[config.mk]
export PLATFORM = sky130hd
export DESIGN_NAME = lcd_reg_writer
export DESIGN_NICKNAME = d
export VERILOG_FILES = /design/src/rtl/lcd_reg_writer_pkg.sv /design/src/rtl/lcd_reg_writer_tick.sv /design/src/rtl/lcd_reg_writer_ctrl.sv /design/src/rtl/lcd_reg_writer_dp.sv /design/src/rtl/lcd_reg_writer.sv
export SDC_FILE = /design/constraint.sdc
export NUM_CORES = 1
export LEC_CHECK = 0
export ABC_AREA = 1
export BUFFER_PORTS_ARGS = -buffer_cell sky130_fd_sc_hd__buf_2
export CORE_MARGIN = 10
export CORE_UTILIZATION = 30
export DETAILED_ROUTE_END_ITERATION = 10
export HOLD_SLACK_MARGIN = 0.02
export PLACE_DENSITY_LB_ADDON = 0.05
export SLEW_MARGIN = 0
export SYNTH_ARGS = -nofsm -noshare
export SYNTH_HDL_FRONTEND = slang
export SYNTH_HIERARCHICAL = 1
export SYNTH_SLANG_ARGS = --single-unit
[constraint.sdc]
create_clock -name clk -period 3.3 [get_ports clk]
set_clock_uncertainty 0.1 [all_clocks]
set_input_delay 0.33 -clock clk [delete_from_list [all_inputs] [get_ports clk]]
set_output_delay 0.33 -clock clk [all_outputs]
set_load 0.05 [all_outputs]
[src/rtl/lcd_reg_writer_pkg.sv]
package lcd_reg_writer_pkg;

  localparam int BYTE_BITS   = 8;
  localparam int FRAME_BYTES = 3;
  localparam int FRAME_BITS  = BYTE_BITS * FRAME_BYTES;

  // ID byte bit meanings
  localparam logic [7:0] REG_SEL_MASK = 8'h02;
  localparam logic [7:0] DIR_MASK     = 8'h01;

  typedef enum logic [2:0] {
    ST_IDLE,
    ST_LEAD,
    ST_LOW,
    ST_SETUP,
    ST_HIGH,
    ST_TRAIL
  } wrState_t;

  typedef struct packed {
    logic loadIdx;
    logic loadData;
    logic shiftOut;
    logic csOn;
    logic csOff;
    logic clkLow;
    logic clkHigh;
  } dpStrobe_t;

endpackage

[src/rtl/lcd_reg_writer_tick.sv]
module lcd_reg_writer_tick #(
  parameter int PHASE_CLKS = 4
) (
  input  logic clk,
  input  logic rstN,
  input  logic run,
  output logic tick
);

  localparam int CW = (PHASE_CLKS > 1) ? $clog2(PHASE_CLKS) : 1;

  generate
    if (PHASE_CLKS <= 1) begin : g_direct
      assign tick = run;
    end else begin : g_count
      logic [CW-1:0] cnt;

      assign tick = run && (cnt == CW'(PHASE_CLKS - 1));

      always_ff @(posedge clk) begin
        if (!rstN)            cnt <= '0;
        else if (!run || tick) cnt <= '0;
        else                  cnt <= cnt + 1'b1;
      end

      // a phase never runs past its length
      p_phase_len_r6: assert property (@(posedge clk) disable iff (!rstN)
        cnt <= CW'(PHASE_CLKS - 1));
    end
  endgenerate

endmodule

[src/rtl/lcd_reg_writer_ctrl.sv]
module lcd_reg_writer_ctrl
  import lcd_reg_writer_pkg::*;
(
  input  logic      clk,
  input  logic      rstN,
  input  logic      reqValid,
  input  logic      tick,
  output logic      reqReady,
  output logic      busy,
  output logic      done,
  output logic      run,
  output dpStrobe_t strb
);

  localparam int BCW = $clog2(FRAME_BITS);
  localparam logic [BCW-1:0] LAST_BIT = BCW'(FRAME_BITS - 1);

  wrState_t       state, stNext;
  logic           isDataFrame, frameNext;
  logic [BCW-1:0] bitCnt, cntNext;
  logic           doneNext;

  assign reqReady = (state == ST_IDLE);
  assign busy     = !reqReady;
  assign run      = busy;

  always_comb begin
    strb      = '0;
    stNext    = state;
    frameNext = isDataFrame;
    cntNext   = bitCnt;
    doneNext  = 1'b0;
    unique case (state)
      ST_IDLE: if (reqValid) begin
        stNext       = ST_LEAD;
        frameNext    = 1'b0;
        strb.loadIdx = 1'b1;
        strb.csOn    = 1'b1;
      end
      ST_LEAD: if (tick) begin
        stNext      = ST_LOW;
        cntNext     = '0;
        strb.clkLow = 1'b1;
      end
      ST_LOW: if (tick) begin
        stNext        = ST_SETUP;
        strb.shiftOut = 1'b1;
      end
      ST_SETUP: if (tick) begin
        stNext       = ST_HIGH;
        strb.clkHigh = 1'b1;
      end
      ST_HIGH: if (tick) begin
        if (bitCnt == LAST_BIT) begin
          stNext     = ST_TRAIL;
          strb.csOff = 1'b1;
        end else begin
          stNext      = ST_LOW;
          cntNext     = bitCnt + 1'b1;
          strb.clkLow = 1'b1;
        end
      end
      ST_TRAIL: if (tick) begin
        if (!isDataFrame) begin
          stNext        = ST_LEAD;
          frameNext     = 1'b1;
          strb.loadData = 1'b1;
          strb.csOn     = 1'b1;
        end else begin
          stNext   = ST_IDLE;
          doneNext = 1'b1;
        end
      end
      default: stNext = ST_IDLE;
    endcase
  end

  always_ff @(posedge clk) begin
    if (!rstN) begin
      state       <= ST_IDLE;
      isDataFrame <= 1'b0;
      bitCnt      <= '0;
      done        <= 1'b0;
    end else begin
      state       <= stNext;
      isDataFrame <= frameNext;
      bitCnt      <= cntNext;
      done        <= doneNext;
    end
  end

  // an accepted request makes the block busy on the next cycle
  p_accept_busy_r2: assert property (@(posedge clk) disable iff (!rstN)
    reqValid && reqReady |=> busy && !reqReady);

  // done lasts a single cycle
  p_done_pulse_r9: assert property (@(posedge clk) disable iff (!rstN)
    done |=> !done);

  // done only appears once the block is idle again
  p_done_idle_r9: assert property (@(posedge clk) disable iff (!rstN)
    done |-> reqReady && $past(busy));

endmodule

[src/rtl/lcd_reg_writer_dp.sv]
module lcd_reg_writer_dp
  import lcd_reg_writer_pkg::*;
#(
  parameter logic [7:0] DEV_ID = 8'h74
) (
  input  logic        clk,
  input  logic        rstN,
  input  dpStrobe_t   strb,
  input  logic [7:0]  reqIndex,
  input  logic [15:0] reqValue,
  output logic        csN,
  output logic        sclk,
  output logic        sdo
);

  localparam logic [7:0] ID_INDEX = DEV_ID & ~(REG_SEL_MASK | DIR_MASK);
  localparam logic [7:0] ID_DATA  = (DEV_ID | REG_SEL_MASK) & ~DIR_MASK;

  logic [FRAME_BITS-1:0] shReg;
  logic [15:0]           valHold;

  always_ff @(posedge clk) begin
    if (!rstN) begin
      shReg   <= '0;
      valHold <= '0;
      csN     <= 1'b1;
      sclk    <= 1'b1;
      sdo     <= 1'b0;
    end else begin
      if (strb.loadIdx) begin
        shReg   <= {ID_INDEX, 8'h00, reqIndex};
        valHold <= reqValue;
      end else if (strb.loadData) begin
        shReg <= {ID_DATA, valHold};
      end else if (strb.shiftOut) begin
        shReg <= {shReg[FRAME_BITS-2:0], 1'b0};
      end
      if (strb.shiftOut) sdo  <= shReg[FRAME_BITS-1];
      if (strb.csOn)     csN  <= 1'b0;
      else if (strb.csOff) csN <= 1'b1;
      if (strb.clkLow)   sclk <= 1'b0;
      else if (strb.clkHigh) sclk <= 1'b1;
    end
  end

  // data is held while the serial clock is high
  p_sdo_hold_r6: assert property (@(posedge clk) disable iff (!rstN)
    sclk && $past(sclk) |-> $stable(sdo));

  // chip-select only moves while the serial clock is high
  p_cs_rise_clk_r7: assert property (@(posedge clk) disable iff (!rstN)
    $rose(csN) |-> sclk);
  p_cs_fall_clk_r7: assert property (@(posedge clk) disable iff (!rstN)
    $fell(csN) |-> sclk);

endmodule

[src/rtl/lcd_reg_writer.sv]
module lcd_reg_writer
  import lcd_reg_writer_pkg::*;
#(
  parameter int         PHASE_CLKS = 4,
  parameter logic [7:0] DEV_ID     = 8'h74
) (
  input  logic        clk,
  input  logic        rstN,
  input  logic        reqValid,
  output logic        reqReady,
  input  logic [7:0]  reqIndex,
  input  logic [15:0] reqValue,
  output logic        busy,
  output logic        done,
  output logic        csN,
  output logic        sclk,
  output logic        sdo
);

  logic      tick;
  logic      run;
  dpStrobe_t strb;

  lcd_reg_writer_tick #(.PHASE_CLKS(PHASE_CLKS)) u_tick (
    .clk  (clk),
    .rstN (rstN),
    .run  (run),
    .tick (tick)
  );

  lcd_reg_writer_ctrl u_ctrl (
    .clk      (clk),
    .rstN     (rstN),
    .reqValid (reqValid),
    .tick     (tick),
    .reqReady (reqReady),
    .busy     (busy),
    .done     (done),
    .run      (run),
    .strb     (strb)
  );

  lcd_reg_writer_dp #(.DEV_ID(DEV_ID)) u_dp (
    .clk      (clk),
    .rstN     (rstN),
    .strb     (strb),
    .reqIndex (reqIndex),
    .reqValue (reqValue),
    .csN      (csN),
    .sclk     (sclk),
    .sdo      (sdo)
  );

  // the serial lines rest high whenever the block is idle
  p_idle_lines_r1: assert property (@(posedge clk) disable iff (!rstN)
    reqReady |-> csN && sclk);

endmodule

==> metrics.yaml <==
final_layout:
  num-nets-final: 447
  antenna_cells: 0
  finalNonFillerCells: 527
  drive_gt1_frac: 0.167
  layout-area-overhead-vs-synth_pct: 13.5
  final_util: 0.350
  finalInstanceArea_sq_mm: 0.00305
min_path:
  hold_path_startpoint: "reqValue[15]"
  hold_class: "in2reg"
  hold_depth: 3
  holdPathEnd: "u_dp/valHold[15]$_SDFFE_PN0P_"
clock_tree:
  cts.sinks: 55
  clock_latency_ns: 0.31
  h-tree-depth: 2
  post_cts_buffers: 0
  cts-hold-fix-buffers: 0
  cts_made_buffers: 5
  clkSlewWorstSetupHoldPaths_ns: 0.10
  clockBufferDepth: 2
  postCtsResizedCells: 0
  cts-root-buf: "clkbuf_8"
  cts_tree: "done"
power:
  leakage_uw: 0.00140
  total_power_uw: 2140
  p_int_uw: 1320
  swShare: 0.384
  p_clk_frac: 0.250
  p_seq_frac: 0.393
  p_sw_uw: 823
  power_density_mw_per_mm2: 702
  max-vdd-ir-drop_uv: 243
  power_frac_comb: 0.357
setup_path:
  timing_worst_setup_path_type: "reg2reg"
  rr_endpoint: "u_dp/shReg[14]$_SDFFE_PP0P_"
  cp.required_ns: 3.44
  rr_worst_depth: 10
  cp.arrival_ns: 2.56
  rrSetupSlack_ns: 0.88
  critical_path.max_fanout: 9
  reg2reg_from: "u_ctrl/state[2]$_SDFFE_PN0P_"
  end_kind: "register"
  cp-start-kind: "register"
route:
  first_pass_iters: 4
  viasPerCell: 4.51
  final_antenna_net_count: 0
  dr_total_vias: 2378
  drcViolationCount: 0
  wirelength_microns: 6470
  drtIter0Drc: 107
  wire_per_inst_microns: 12.3
global_route:
  grt_max_degree: 31
  grt_pass1_vias: 2278
  grt_util_all_layers: 0.102
  overflow: 0
  grt_first_pass_wirelength_microns: 11100
  antenna_found_initial: 0
yosys:
  ys_types: 28
  synth_commonest_cells: "119 x nand2_1, 55 x dfxtp_1, 51 x nor2_1, 31 x inv_1, 25 x a21oi_1"
  synth_top_flop_cell: "dfxtp_1"
  synth-simple-area-share: 0.409
  async_flop_share: 0
  synth_cells: 391
  synth_warnings: 6
  synthXorXnorAreaFrac: 0
  yosys-mux-area-fraction: 0
  syn_area_sq_mm: 0.00269
  synth_largest_area_cell: "dfxtp_1"
  postSynthAreaPerCell_sq_um: 6.88
  synthAdderAreaFrac: 0.00931
  yosys.area.top_type_share: 0.409
  synth_area_leaders: "dfxtp_1 41%, nand2_1 17%, nor2_1 7.1%"
  synth_seq_cells: 55
  yosysSeqAreaShare: 0.409
  syn_nets: 420
  synth_top_family_by_area: "simple AND/OR/NAND/NOR gates"
  synth_compound_area_frac: 0.0824
  yosysMostFrequentCell: "nand2_1"
  synth_edf_count: 0
flow_run:
  cap_violations: 0
timing:
  period_share: 0.733
  fmax_ghz: 0.413
  setup_viol: 0
  hold_violations: 0
  slew_headroom: 0.533
  grt_setup_unrepaired: "no"
  timing.final.crit_period_ns: 2.42
  tns_ns: 0
  drv_slew: 0
  tightestPinTransition_ns: 0.700
die:
  pin_count: 33
  initial_utilization: 0.308
  die_h_microns: 115
  die_area_sq_mm: 0.0131
  core_sq_mm: 0.00872
  rows: 34
  die_x_microns: 115
placed_design:
  gp_congestion: 0.799
  postPlaceCellArea_sq_mm: 0.00292
  dp_cells: 519
  io_buffer_count: 32
  dp.final_hpwl_microns: 4530
outcome:
  status: "completed"
## power by group through the flow
| stage | Combinational (uW) | Sequential (uW) | Clock, uW |
|---|---|---|---|
| finish | 765 | 843 | 535 |
| CTS | 779 | 844 | 557 |
| global placement | 780 | 861 | 0 |
| global route | 880 | 859 | 583 |
| detailed placement | 776 | 859 | 0 |
| floorplan | 637 | 856 | 0 |
## cell type report
| type | count | area [sq um] |
|---|---|---|
| Sequential cell | 55 | 1100 |
| Tap cell | 108 | 135 |
| Fill cell | 958 | 5670 |
| Inverter | 37 | 141 |
| Timing Repair Buffer | 36 | 190 |
| Clock inverter | 3 | 67.6 |
| Multi-Input combinational cell | 283 | 1350 |
| Clock buffer | 5 | 68.8 |
## worst max-delay path, cell delays in order, from the launching register on
cell	delay [ns]
dfxtp_1	0.51
inv_4	0.10
nand2_2	0.17
nand2_1	0.07
inv_1	0.16
nand2_1	0.13
nor2_2	0.46
inv_1	0.20
nand2_2	0.21
nor2_1	0.06
nor3_1	0.17
## placed cells by master, fill, tap and decap left out, drive strengths merged
master,netlist,final
a21oi,25,25
buf,13,36
bufinv,0,2
clkbuf,3,5
clkinvlp,0,1
dfxtp,55,55
ha,2,2
inv,37,37
nand2,127,127
nand3,20,20
nand3b,8,8
nand4,3,3
nor2,59,59
nor3,20,20
nor4,1,1
o211ai,1,1
o21ai,15,15
o21bai,1,1
o22ai,1,1
## per-layer routing
layer	GRT usage	part of all wire	up-vias	routed length (microns)
li1	-	-	1290	-
met5	0	0	-	0
met1	0.142	0.51	1061	3330
met2	0.149	0.45	23	2910
met3	0.0236	0.026	4	171
met4	0.0317	0.0082	0	53
## worst max-delay path by stage
stage                     slack, ns                     endpoint                    startpoint
after floorplan                1.10  u_dp/shReg[17]$_SDFFE_PP0P_  u_ctrl/state[2]$_SDFFE_PN0P_
after CTS                      0.85  u_dp/shReg[14]$_SDFFE_PP0P_  u_ctrl/state[2]$_SDFFE_PN0P_
after global routing           0.61   u_dp/shReg[9]$_SDFFE_PP0P_  u_ctrl/state[2]$_SDFFE_PN0P_
after global placement         0.96  u_dp/shReg[15]$_SDFFE_PP0P_  u_ctrl/state[2]$_SDFFE_PN0P_
after detailed placement       0.88  u_dp/shReg[14]$_SDFFE_PP0P_  u_ctrl/state[2]$_SDFFE_PN0P_
final                          0.88  u_dp/shReg[14]$_SDFFE_PP0P_  u_ctrl/state[2]$_SDFFE_PN0P_
## registers in the layout, summed over array words and instances (netlist names), 2 cells and up
name                count
u_ctrl/state            3
u_tick/g_count.cnt      2
u_ctrl/bitCnt           5
u_dp/shReg             24
u_dp/valHold           16
## metrics by stage
| stage | hold slack [ns] | setup slack (ns) |
|---|---|---|
| 2_1_floorplan | 0.296 | 1.10 |
| 3_3_place_gp | 0.309 | 0.959 |
| 3_5_place_dp | 0.309 | 0.878 |
| 4_1_cts | 0.143 | 0.850 |
| 5_1_grt | 0.148 | 0.610 |
| 6_report | 0.157 | 0.880 |
## cell families (layout without fill, tap and decap cells)
logic type	count (synthesis)	after routing
compound gates	43	43
fa+ha+maj	2	2
flops	55	55
simple gates	238	238
buf+inv	53	81
Note: power is estimated with default switching activity, not from simulation.
